$ cat src/rtl/smc_seq_pkg.sv
package smc_seq_pkg;

  // width of any decoded clock count (largest is 3*256+127)
  localparam int TW = 10;

  // control-to-datapath strobes for one clock
  typedef struct packed {
    logic load;     // request accepted at the coming edge
    logic busy;     // an access clock is in progress
    logic csOn;     // chip select window
    logic rdOn;     // read strobe window
    logic wrOn;     // write strobe window
    logic capture;  // read strobe ends at the coming edge
  } smcStrobeT;

  function automatic logic [TW-1:0] decodeSetup(input logic [5:0] code);
    return TW'({code[5], 7'b0}) + TW'(code[4:0]);
  endfunction

  function automatic logic [TW-1:0] decodePulse(input logic [6:0] code);
    return TW'({code[6], 8'b0}) + TW'(code[5:0]);
  endfunction

  function automatic logic [TW-1:0] decodeCycle(input logic [8:0] code);
    return TW'({code[8:7], 8'b0}) + TW'(code[6:0]);
  endfunction

  function automatic logic inWindow(input logic [TW-1:0] cnt,
                                    input logic [TW-1:0] start,
                                    input logic [TW-1:0] len);
    return (cnt >= start) && ({1'b0, cnt} < ({1'b0, start} + {1'b0, len}));
  endfunction

endpackage

$ cat src/rtl/smc_seq_ctrl.sv
module smc_seq_ctrl
  import smc_seq_pkg::*;
#(
  parameter int CS_W = 3
) (
  input  logic            clk,
  input  logic            rstN,
  input  logic            reqValid,
  input  logic [CS_W-1:0] reqCs,
  output logic            reqReady,
  input  logic            curWrite,
  input  logic [CS_W-1:0] curCs,
  input  logic [5:0]      rdSetupCode,
  input  logic [6:0]      rdPulseCode,
  input  logic [5:0]      csRdSetupCode,
  input  logic [6:0]      csRdPulseCode,
  input  logic [8:0]      rdCycleCode,
  input  logic [5:0]      wrSetupCode,
  input  logic [6:0]      wrPulseCode,
  input  logic [5:0]      csWrSetupCode,
  input  logic [6:0]      csWrPulseCode,
  input  logic [8:0]      wrCycleCode,
  output smcStrobeT       stb
);

  localparam logic [TW-1:0] MAX_CNT = TW'(3 * 256 + 127);

  typedef enum logic [1:0] {S_IDLE, S_GAP, S_ACC} stateT;

  stateT         state;
  logic [TW-1:0] cnt;
  logic [TW-1:0] stpD, pulD, csStpD, csPulD, cycD;
  logic [TW:0]   cntNext;
  logic          lastClk, accept, needGap, rdWin, wrWin;

  always_comb begin
    if (curWrite) begin
      stpD   = decodeSetup(wrSetupCode);
      pulD   = decodePulse(wrPulseCode);
      csStpD = decodeSetup(csWrSetupCode);
      csPulD = decodePulse(csWrPulseCode);
      cycD   = decodeCycle(wrCycleCode);
    end else begin
      stpD   = decodeSetup(rdSetupCode);
      pulD   = decodePulse(rdPulseCode);
      csStpD = decodeSetup(csRdSetupCode);
      csPulD = decodePulse(csRdPulseCode);
      cycD   = decodeCycle(rdCycleCode);
    end
  end

  assign cntNext  = {1'b0, cnt} + 1'b1;
  assign lastClk  = (state == S_ACC) && (cntNext >= {1'b0, cycD});
  assign reqReady = (state == S_IDLE) || lastClk;
  assign accept   = reqValid && reqReady;
  assign needGap  = lastClk && (reqCs != curCs);

  assign rdWin = (state == S_ACC) && !curWrite && inWindow(cnt, stpD, pulD);
  assign wrWin = (state == S_ACC) && curWrite && inWindow(cnt, stpD, pulD);

  always_comb begin
    stb.load    = accept;
    stb.busy    = (state == S_ACC);
    stb.csOn    = (state == S_ACC) && inWindow(cnt, csStpD, csPulD);
    stb.rdOn    = rdWin;
    stb.wrOn    = wrWin;
    stb.capture = rdWin && (cntNext == ({1'b0, stpD} + {1'b0, pulD}));
  end

  always_ff @(posedge clk) begin
    if (!rstN) begin
      state <= S_IDLE;
      cnt   <= '0;
    end else begin
      unique case (state)
        S_IDLE: if (accept) begin
          state <= S_ACC;
          cnt   <= '0;
        end
        S_GAP: begin
          state <= S_ACC;
          cnt   <= '0;
        end
        default: begin
          if (lastClk) begin
            cnt <= '0;
            if (accept) state <= needGap ? S_GAP : S_ACC;
            else        state <= S_IDLE;
          end else begin
            cnt <= cntNext[TW-1:0];
          end
        end
      endcase
    end
  end


  cnt_bound_chk: assert property (@(posedge clk) disable iff (!rstN)
    (state == S_ACC) |-> (cnt <= MAX_CNT));


  gap_single_chk: assert property (@(posedge clk) disable iff (!rstN)
    (state == S_GAP) |=> (state == S_ACC) && (cnt == '0));


  count_step_chk: assert property (@(posedge clk) disable iff (!rstN)
    ((state == S_ACC) && !lastClk) |=> (state == S_ACC) && (cnt == $past(cnt) + 1'b1));

endmodule

$ cat src/rtl/smc_seq_dp.sv
module smc_seq_dp
  import smc_seq_pkg::*;
#(
  parameter int ADDR_W = 24,
  parameter int DATA_W = 16,
  parameter int NUM_CS = 6,
  parameter int CS_W   = 3,
  parameter int BE_W   = 2
) (
  input  logic              clk,
  input  logic              rstN,
  input  smcStrobeT         stb,
  input  logic              reqWrite,
  input  logic [CS_W-1:0]   reqCs,
  input  logic [ADDR_W-1:0] reqAddr,
  input  logic [DATA_W-1:0] reqWdata,
  input  logic [BE_W-1:0]   reqBe,
  output logic              curWrite,
  output logic [CS_W-1:0]   curCs,
  output logic [ADDR_W-1:0] memAddr,
  output logic [NUM_CS-1:0] memCsN,
  output logic              memRdN,
  output logic              memWeN,
  output logic [BE_W-1:0]   memBsN,
  output logic [DATA_W-1:0] memDataOut,
  output logic              memDataOe,
  input  logic [DATA_W-1:0] memDataIn,
  output logic [DATA_W-1:0] rdData,
  output logic              rdDone
);

  logic [ADDR_W-1:0] addrQ;
  logic [DATA_W-1:0] dataQ;
  logic [BE_W-1:0]   beQ;

  always_ff @(posedge clk) begin
    if (!rstN) begin
      addrQ    <= '0;
      dataQ    <= '0;
      beQ      <= '0;
      curWrite <= 1'b0;
      curCs    <= '0;
      rdData   <= '0;
      rdDone   <= 1'b0;
    end else begin
      if (stb.load) begin
        addrQ    <= reqAddr;
        dataQ    <= reqWdata;
        beQ      <= reqBe;
        curWrite <= reqWrite;
        curCs    <= reqCs;
      end
      rdDone <= stb.capture;
      if (stb.capture) rdData <= memDataIn;
    end
  end

  for (genvar i = 0; i < NUM_CS; i++) begin : gCsDrive
    assign memCsN[i] = !(stb.csOn && (curCs == CS_W'(i)));
  end

  assign memAddr    = addrQ;
  assign memRdN     = !stb.rdOn;
  assign memWeN     = !stb.wrOn;
  assign memBsN     = stb.busy ? ~beQ : '1;
  assign memDataOut = dataQ;
  assign memDataOe  = stb.busy && curWrite;


  idle_quiet_chk: assert property (@(posedge clk) disable iff (!rstN)
    !stb.busy |-> ((&memCsN) && memRdN && memWeN && (&memBsN) && !memDataOe));


  cs_onehot_chk: assert property (@(posedge clk) disable iff (!rstN)
    $onehot0(~memCsN));


  addr_hold_chk: assert property (@(posedge clk) disable iff (!rstN)
    (stb.busy && $past(stb.busy) && !$past(stb.load)) |-> $stable(memAddr));


  done_after_rd_chk: assert property (@(posedge clk) disable iff (!rstN)
    rdDone |-> $past(!memRdN));


  oe_not_read_chk: assert property (@(posedge clk) disable iff (!rstN)
    memDataOe |-> memRdN);

endmodule

$ cat src/rtl/smc_seq.sv
module smc_seq
  import smc_seq_pkg::*;
#(
  parameter int ADDR_W = 24,
  parameter int DATA_W = 16,
  parameter int NUM_CS = 6,
  localparam int CS_W  = $clog2(NUM_CS),
  localparam int BE_W  = DATA_W / 8
) (
  input  logic              clk,
  input  logic              rstN,
  input  logic              reqValid,
  output logic              reqReady,
  input  logic              reqWrite,
  input  logic [CS_W-1:0]   reqCs,
  input  logic [ADDR_W-1:0] reqAddr,
  input  logic [DATA_W-1:0] reqWdata,
  input  logic [BE_W-1:0]   reqBe,
  input  logic [5:0]        rdSetupCode,
  input  logic [6:0]        rdPulseCode,
  input  logic [5:0]        csRdSetupCode,
  input  logic [6:0]        csRdPulseCode,
  input  logic [8:0]        rdCycleCode,
  input  logic [5:0]        wrSetupCode,
  input  logic [6:0]        wrPulseCode,
  input  logic [5:0]        csWrSetupCode,
  input  logic [6:0]        csWrPulseCode,
  input  logic [8:0]        wrCycleCode,
  output logic [ADDR_W-1:0] memAddr,
  output logic [NUM_CS-1:0] memCsN,
  output logic              memRdN,
  output logic              memWeN,
  output logic [BE_W-1:0]   memBsN,
  output logic [DATA_W-1:0] memDataOut,
  output logic              memDataOe,
  input  logic [DATA_W-1:0] memDataIn,
  output logic [DATA_W-1:0] rdData,
  output logic              rdDone
);

  smcStrobeT       stb;
  logic            curWrite;
  logic [CS_W-1:0] curCs;

  smc_seq_ctrl #(.CS_W(CS_W)) u_ctrl (
    .clk(clk), .rstN(rstN), .reqValid(reqValid), .reqCs(reqCs), .reqReady(reqReady),
    .curWrite(curWrite), .curCs(curCs),
    .rdSetupCode(rdSetupCode), .rdPulseCode(rdPulseCode),
    .csRdSetupCode(csRdSetupCode), .csRdPulseCode(csRdPulseCode), .rdCycleCode(rdCycleCode),
    .wrSetupCode(wrSetupCode), .wrPulseCode(wrPulseCode),
    .csWrSetupCode(csWrSetupCode), .csWrPulseCode(csWrPulseCode), .wrCycleCode(wrCycleCode),
    .stb(stb)
  );

  smc_seq_dp #(
    .ADDR_W(ADDR_W), .DATA_W(DATA_W), .NUM_CS(NUM_CS), .CS_W(CS_W), .BE_W(BE_W)
  ) u_dp (
    .clk(clk), .rstN(rstN), .stb(stb),
    .reqWrite(reqWrite), .reqCs(reqCs), .reqAddr(reqAddr), .reqWdata(reqWdata), .reqBe(reqBe),
    .curWrite(curWrite), .curCs(curCs),
    .memAddr(memAddr), .memCsN(memCsN), .memRdN(memRdN), .memWeN(memWeN), .memBsN(memBsN),
    .memDataOut(memDataOut), .memDataOe(memDataOe), .memDataIn(memDataIn),
    .rdData(rdData), .rdDone(rdDone)
  );

endmodule

$ cat config.mk
export PLATFORM = sky130hd
export DESIGN_NAME = smc_seq
export DESIGN_NICKNAME = d
export VERILOG_FILES = /design/src/rtl/smc_seq_pkg.sv /design/src/rtl/smc_seq_ctrl.sv /design/src/rtl/smc_seq_dp.sv /design/src/rtl/smc_seq.sv
export SDC_FILE = /design/constraint.sdc
export NUM_CORES = 1
export LEC_CHECK = 0
export CAP_MARGIN = 20
export CELL_PAD_IN_SITES_DETAIL_PLACEMENT = 0
export CELL_PAD_IN_SITES_GLOBAL_PLACEMENT = 1
export CORE_MARGIN = 1.5
export CORE_UTILIZATION = 29
export DETAILED_ROUTE_END_ITERATION = 8
export PLACE_DENSITY = 0.87
export RECOVER_POWER = 25
export SETUP_SLACK_MARGIN = 0.4
export SYNTH_ARGS = -nofsm -noshare
export SYNTH_HDL_FRONTEND = slang
export SYNTH_HIERARCHICAL = 1
export SYNTH_SLANG_ARGS = --single-unit
$ cat constraint.sdc
create_clock -name clk -period 6.75 [get_ports clk]
set_input_delay 2.025 -clock clk [delete_from_list [all_inputs] [get_ports clk]]
set_output_delay 2.025 -clock clk [all_outputs]
set_load 0.05 [all_outputs]
==> summary.md, run 1 <==
| Metric | Value |
|---|---|
| Outcome | `complete, but fails checks` |
| Failing checks | `setup timing` |
| Slew @ Worst Pin | `0.807 ns` |
| Worst setup slack after placement | `-0.433 ns` |
| Die span in x | `133 um` |
| Final setup viols | `5` |
| Max transition margin | `46.2%` |
| Post-synthesis simple-gate area fraction | `17.3%` |
| Residual DRC | `0` |
| P per Cell Area | `174 nW/um2` |
| Fraction of registers with async set/reset | `0%` |
| First-pass GRT wire length | `20.9 mm` |
| Crit share post-route | `101%` |
| Combinational Power Share | `32.4%` |
| Total Wirelength | `around 13 mm` |
| Internal power | `0.980 mW` |
| Clock slew at reported path FFs | `0.05 ns` |
| Via count | `between 4000 and 5000` |
| Post-synthesis mux area share | `around a fifth` |
| Adder-Cell Fraction of Synth Area | `12.8%` |
| #FFs+latches synth | `75` |
| Final hold slack | `0.508 ns` |
| Clock tree buffer depth | `2` |
| Final nets | `roughly 920` |
| Maximum clock rate | `roughly 150 MHz` |
| Die area | `17700 um2` |
| Ys Warns | `6` |
| Static leakage | `3.27 nW` |
| Area Growth Syn to Fin | `60.8%` |
| Row count | `47` |
| Total global routing overflow | `0` |
| Share of layout cells above drive strength 1 | `roughly a fifth` |
| Vias in the first global route | `4138` |
| Critical Path AT | `between 4 and 5 ns` |
| Synth Area in XOR/XNOR | `roughly 6.3%` |
| CTS tree | `done` |
| Sequential fraction of the synthesis area | `30.6%` |
| Die height | `between 100 and 150 um` |
| Initial antenna violation count | `0` |
| Ys flop type | `dfxtp_1` |
| Clk root buf | `clkbuf_16` |
| CTS sink cnt | `between 70 and 80` |
| Main combinational cell family by area after synthesis | `multiplexers` |
| Met2 Routed Length | `6.62 mm` |
| Initial Util | `29.7%` |
| Fin util | `47.7%` |
| WP data required | `4.72 ns` |
| GP Congestion | `0.767` |
| Synth cell types | `48` |
| Clock Skews | `0.00562 ns` |
| Cells after synthesis | `501` |
| Fin. Hold Viols | `0` |
| Crit path time final | `6.79 ns` |
| Mapped Area | `4900 um2` |
| Critical path type | `input port to primary output` |
| Post-CTS Hold Fix Bufs | `0` |
| Post-synth EDFFs | `0` |
| Hpwl dp | `around 10 mm` |
| Number of CTS-inserted buffers | `9` |
| CP startpoint kind | `input port` |
| Later-pin clock latency in the skew report | `0.32 ns` |
| Hold WC Path Type | `flip-flop to flip-flop` |
| Core Box Area | `16500 um2` |
| Metal-1 WL | `5.99 mm` |
| Crit end category | `primary output` |
| Clock power share | `32.6%` |
| ANT nets after route | `0` |
| Routed wire length on met3 | `564 um` |
| MaxCap Viol Count | `0` |
| ANT cells | `0` |
| Psw | `roughly 0.4 mW` |
| Pins Over Slew Limit | `0` |
| Unrepaired setup endpoints after global routing | `true` |
| GRT Total Usage | `approximately 15%` |
| Sequential share of power | `35.1%` |
| Uppermost routed layer | `met4` |
| Maximum fanout along the worst path | `4` |
| Non-Filler Instances | `955` |
| DRT Pass-1 Iters | `4` |
| DRT iter0 DRCs | `134` |
| Pin count of the biggest net entering global routing | `between 70 and 80` |
| Post-Syn Nets | `685` |
| Post-Place Cells | `approximately 920` |
| H-tree depth | `3` |
| Syn Area/Cell | `9.78 um2` |
| Max VDD drop | `0.000124 V` |
| Via/cell ratio | `4.46` |
| Compound-Gate Fraction of Synth Area | `7.00%` |
| Post-DR wirelength/cell | `around 14 um` |
| Ports | `204` |
| Final WS setup | `-0.0443 ns` |
| Sw Share | `28.4%` |
| Port Buffers | `approximately 200` |
[cells in the mapped netlist (7+ instances only)]
master    number  area [um2]
clkbuf_1      10        37.5
nor2_1        24        90.1
xnor2_1       24         210
nand3_1       11        55.1
xor2_1        11        96.3
a21oi_1       16        80.1
dfxtp_1       75        1500
mux2i_1       82         821
nand2_1       11        41.3
o21ai_0       12        60.1
nor2b_1       72         450
mux2_2        15         169
inv_1         18        67.6
ha_1          47         588
a21o_1         7        52.6
[metrics by stage]
stage / total power, mW / TNS (ns) / cell area [um2]
finish: 1.37 / -0.126 / 7880
floorplan: 0.725 / 0 / 4970
global placement: 0.892 / -2.70 / 7290
CTS: 1.37 / -1.01 / 7730
global route: 1.45 / -1.42 / 7880
detailed placement: 0.896 / -3.13 / 7290
[worst max-delay path, cell delays in order]
cell and delay (ns):
dlygate4sd2_1 0.23, mux2_4 0.29, fa_2 0.55, inv_2 0.04, ha_4 0.20, a21o_1 0.15
a21o_1 0.16, a211oi_2 0.18, o21bai_1 0.08, a21o_1 0.18, a31oi_4 0.15, nor2b_4 0.23
nand3b_1 0.11, buf_6 0.17
[state kept, by name (all words and copies together) (netlist names), 2 cells and up]
name	count
u_dp/memAddr	24
u_dp/memDataOut	16
u_dp/rdData	16
u_ctrl/cnt	10
u_dp/curCs	3
u_ctrl/state	2
u_dp/beQ	2
[area by class of cell]
class                      instances  area (um2)
sequential                        75        1500
timing repair buffer             245        2370
clock buffer                      13         270
multi-input combinational        382        3380
fill                            1563        8650
clock inverter                     2        10.0
tap                              220         275
inverter                          18        71.3
[cells by family after synthesis]
group | count (synthesis)
multiplexers | 98
XOR/XNOR | 35
adder cells (fa/ha/maj) | 49
AND/OR/NAND/NOR | 147
AO/OA/AOI/OAI | 53
buffers and inverters | 44
flip-flops | 75
[metal layers]
layer / track usage (%) / vias up
met4: 4.88 / 0
met5: 0 / -
li1: - / 2196
met2: 25.5 / 102
met3: 3.07 / 24
met1: 18.4 / 1942
[repair_timing]
action / 4_1_cts / 5_1_grt
setup endpoints to repair: 8 / 9
buffers inserted: 12 / 4
gates resized for setup: 66 / 39
pin swaps: 27 / 27
[path summary, 6_finish.rpt]
check / from / endpoint / slack, ns / depth (start not counted)
max: csWrPulseCode[1] / memCsN[4] / -0.04 / 14
min reg2reg: u_dp/memAddr[0] / u_dp/memAddr[0] / 0.51 / 2
max reg2reg: u_dp/curWrite / u_dp/rdData[15] / 2.25 / 18
min: u_dp/memAddr[0] / u_dp/memAddr[0] / 0.51 / 2
[power by group through the flow]
stage | clock, mW | combinational, mW | sequential, mW
after global placement | 0 | 0.403 | 0.489
final | 0.446 | 0.443 | 0.480
after CTS | 0.464 | 0.429 | 0.480
after floorplan | 0 | 0.188 | 0.537
after global routing | 0.486 | 0.479 | 0.483
after detailed placement | 0 | 0.407 | 0.490
[placed cells by master (no fill, tap or decap), types with 10 or more instances in the layout]
master	Yosys	final
clkdlybuf4s50_1	0	136
mux2i_1	82	80
dfxtp_1	75	74
nor2b_1	72	71
ha_1	47	39
buf_4	4	38
dlygate4sd3_1	0	34
xnor2_1	24	21
nor2_1	24	20
buf_6	3	15
a21oi_1	16	13
inv_1	18	12
xor2_1	11	11
nand3_1	11	10
(Power assumes the default switching activity.)
==> inputs of run 2 (changes only) <==
- SETUP_SLACK_MARGIN: 0.4 -> 0.3
==> run 2 against run 1 <==
The run still ends with setup timing left; clock-buffer cell count did not move; largest power group unchanged; critical path depth unchanged; wire length rose by 0.31%; die area stayed put; total power hardly changed; final cell count decreased by 0.21%; combinational power barely moved; hold slack about the same; final area decreased by 0.25%.
==> summary.md, run 2 (same netlist as run 1, synthesis figures left out) <==
| Metric | Value |
|---|---|
| Post-DR wirelength/cell | `14.2 um (+0.52%)` |
| Total Wirelength | `13.5 mm (+0.31%)` |
| Clk root buf | `clkbuf_16` |
| Maximum clock rate | `147 MHz (about the same)` |
| GP Congestion | `0.767 (unchanged)` |
| Unrepaired setup endpoints after global routing | `true` |
| ANT cells | `0 (unchanged)` |
| First-pass GRT wire length | `20.9 mm (unchanged)` |
| Worst setup slack after placement | `-0.433 ns (unchanged)` |
| Flip-flop count of the largest register after layout | `24 (unchanged)` |
| Clock tree buffer depth | `2 (unchanged)` |
| Area Growth Syn to Fin | `60.4%` |
| Final setup viols | `5 (unchanged)` |
| Critical Path AT | `4.77 ns (about the same)` |
| Crit path time final | `6.79 ns (+0.000311 ns)` |
| Slew @ Worst Pin | `0.807 ns (-0.000208 ns)` |
| Initial antenna violation count | `0 (unchanged)` |
| CTS sink cnt | `75 (unchanged)` |
| Total power | `1.37 mW (about the same)` |
| Via count | `4269 (+0.12%)` |
| Clock Skews | `0.00517 ns (-0.000443 ns)` |
| ANT nets after route | `0 (unchanged)` |
| Final hold slack | `0.508 ns (-0.00000700 ns)` |
| WP data required | `4.72 ns (about the same)` |
| Pins Over Slew Limit | `0 (unchanged)` |
| CP startpoint kind | `input port` |
| Commonest non-fill, non-tap cell in the layout | `clkdlybuf4s50_1` |
| DRT Pass-1 Iters | `4 (unchanged)` |
| Clock slew at reported path FFs | `0.05 ns (about the same)` |
| Area occupied by multi-input gates | `3370 um2 (-0.15%)` |
| Vias in the first global route | `4138 (unchanged)` |
| Number of CTS-inserted buffers | `9 (unchanged)` |
| Final nets | `913 (-0.22%)` |
| Max VDD drop | `0.000129 V (+3.4%)` |
| Core Box Area | `16500 um2 (unchanged)` |
| Row count | `47 (unchanged)` |
| Max transition margin | `46.2% (about the same)` |
| Pin count of the biggest net entering global routing | `71 (unchanged)` |
| Fin util | `47.6% (-0.12 points)` |
| Maximum fanout along the worst path | `4 (unchanged)` |
| P per Cell Area | `174 nW/um2 (+0.26%)` |
| Port Buffers | `203 (unchanged)` |
| GRT Total Usage | `14.8% (unchanged)` |
| Outcome | `complete, but fails checks` |
| Share of layout cells above drive strength 1 | `18.6% (-0.36 points)` |
| Most frequent cells in the layout | `clkdlybuf4s50_1 (136), mux2i_1 (80), dfxtp_1 (74)` |
| Static leakage | `3.26 nW (-0.23%)` |
| Die area | `17700 um2 (unchanged)` |
| Total global routing overflow | `0 (unchanged)` |
| Critical path type | `input port to primary output` |
| CTS tree | `done` |
| Hold Path Origin | `u_dp/memAddr[0]` |
| DRT iter0 DRCs | `138 (+3.0%)` |
| Die height | `133 um (unchanged)` |
| Crit end category | `primary output` |
| RR Startpoint | `u_dp/curWrite` |
| Crit share post-route | `101% (about the same)` |
| H-tree depth | `3 (unchanged)` |
| Later-pin clock latency in the skew report | `0.33 ns (about the same)` |
| Filler cells | `1563 (unchanged)` |
| MaxCap Viol Count | `0 (unchanged)` |
| Reg area | `1500 um2 (unchanged)` |
| Initial Util | `29.7% (unchanged)` |
| Via/cell ratio | `4.48 (+0.33%)` |
| Fin. Hold Viols | `0 (unchanged)` |
| Die span in x | `133 um (unchanged)` |
| Ports | `204 (unchanged)` |
| Hpwl dp | `10.1 mm (unchanged)` |
| Hold WC Path Type | `flip-flop to flip-flop` |
| Crit path launch | `csWrPulseCode[1]` |
| Final WS setup | `-0.0446 ns (-0.000311 ns)` |
| Residual DRC | `0 (unchanged)` |
| Failing checks | `setup timing` |
[run 2: area by class of cell]
type / count / share of cell area, %
Tap cell: 220 / 3.50
Multi-Input combinational cell: 382 / 42.9
Inverter: 18 / 0.908
Clock inverter: 2 / 0.127
Sequential cell: 75 / 19.1
Clock buffer: 13 / 3.44
Timing Repair Buffer: 243 / 30.0
[run 2: worst max-delay path: stages]
cell	delay, ns
dlygate4sd2_1	0.23
mux2_4	0.29
fa_2	0.55
inv_2	0.04
ha_4	0.20
a21o_1	0.15
a21o_1	0.16
a211oi_2	0.18
o21bai_1	0.08
a21o_1	0.18
a31oi_4	0.15
nor2b_4	0.23
nand3b_1	0.11
buf_6	0.17
[run 2: per-layer routing]
layer  up-vias  share of wire [%]  GRT usage, %
met5         -                  0             0
met4         0                2.3          4.88
met3        24                4.3          3.07
met2       105                 49          25.5
met1      1948                 45          18.4
li1       2192                  -             -
[run 2: final timing paths]
path,to,slack [ns],cells past startpoint
worst min-delay path,u_dp/memAddr[0],0.51,2
worst min register to register,u_dp/memAddr[0],0.51,2
worst max-delay path,memCsN[4],-0.04,14
worst max register to register,u_dp/rdData[15],2.25,18
[run 2: where the power goes]
group	internal [mW]	leakage (nW)	switching (mW)	total [mW]
registers	0.462	0.613	0.0177	0.480
logic	0.241	2.51	0.201	0.443
clock network	0.276	0.141	0.171	0.447
[run 2: repair_timing]
| action | in CTS | in global routing |
|---|---|---|
| resized for setup | 66 | 38 |
| pin swaps | 27 | 27 |
| endpoints found under the setup margin | 8 | 9 |
| hold buffers | 0 | 0 |
| gates cloned | 0 | 0 |
| setup buffers | 12 | 2 |
[run 2: through the flow]
| step | setup TNS (ns) | instances | area (um2) |
|---|---|---|---|
| after global placement | -2.70 | 924 | 7290 |
| after detailed placement | -3.13 | 924 | 7290 |
| after floorplan | 0 | 501 | 4970 |
| final | -0.122 | 953 | 7860 |
| after CTS | -1.01 | 951 | 7730 |
| after global routing | -1.42 | 953 | 7860 |
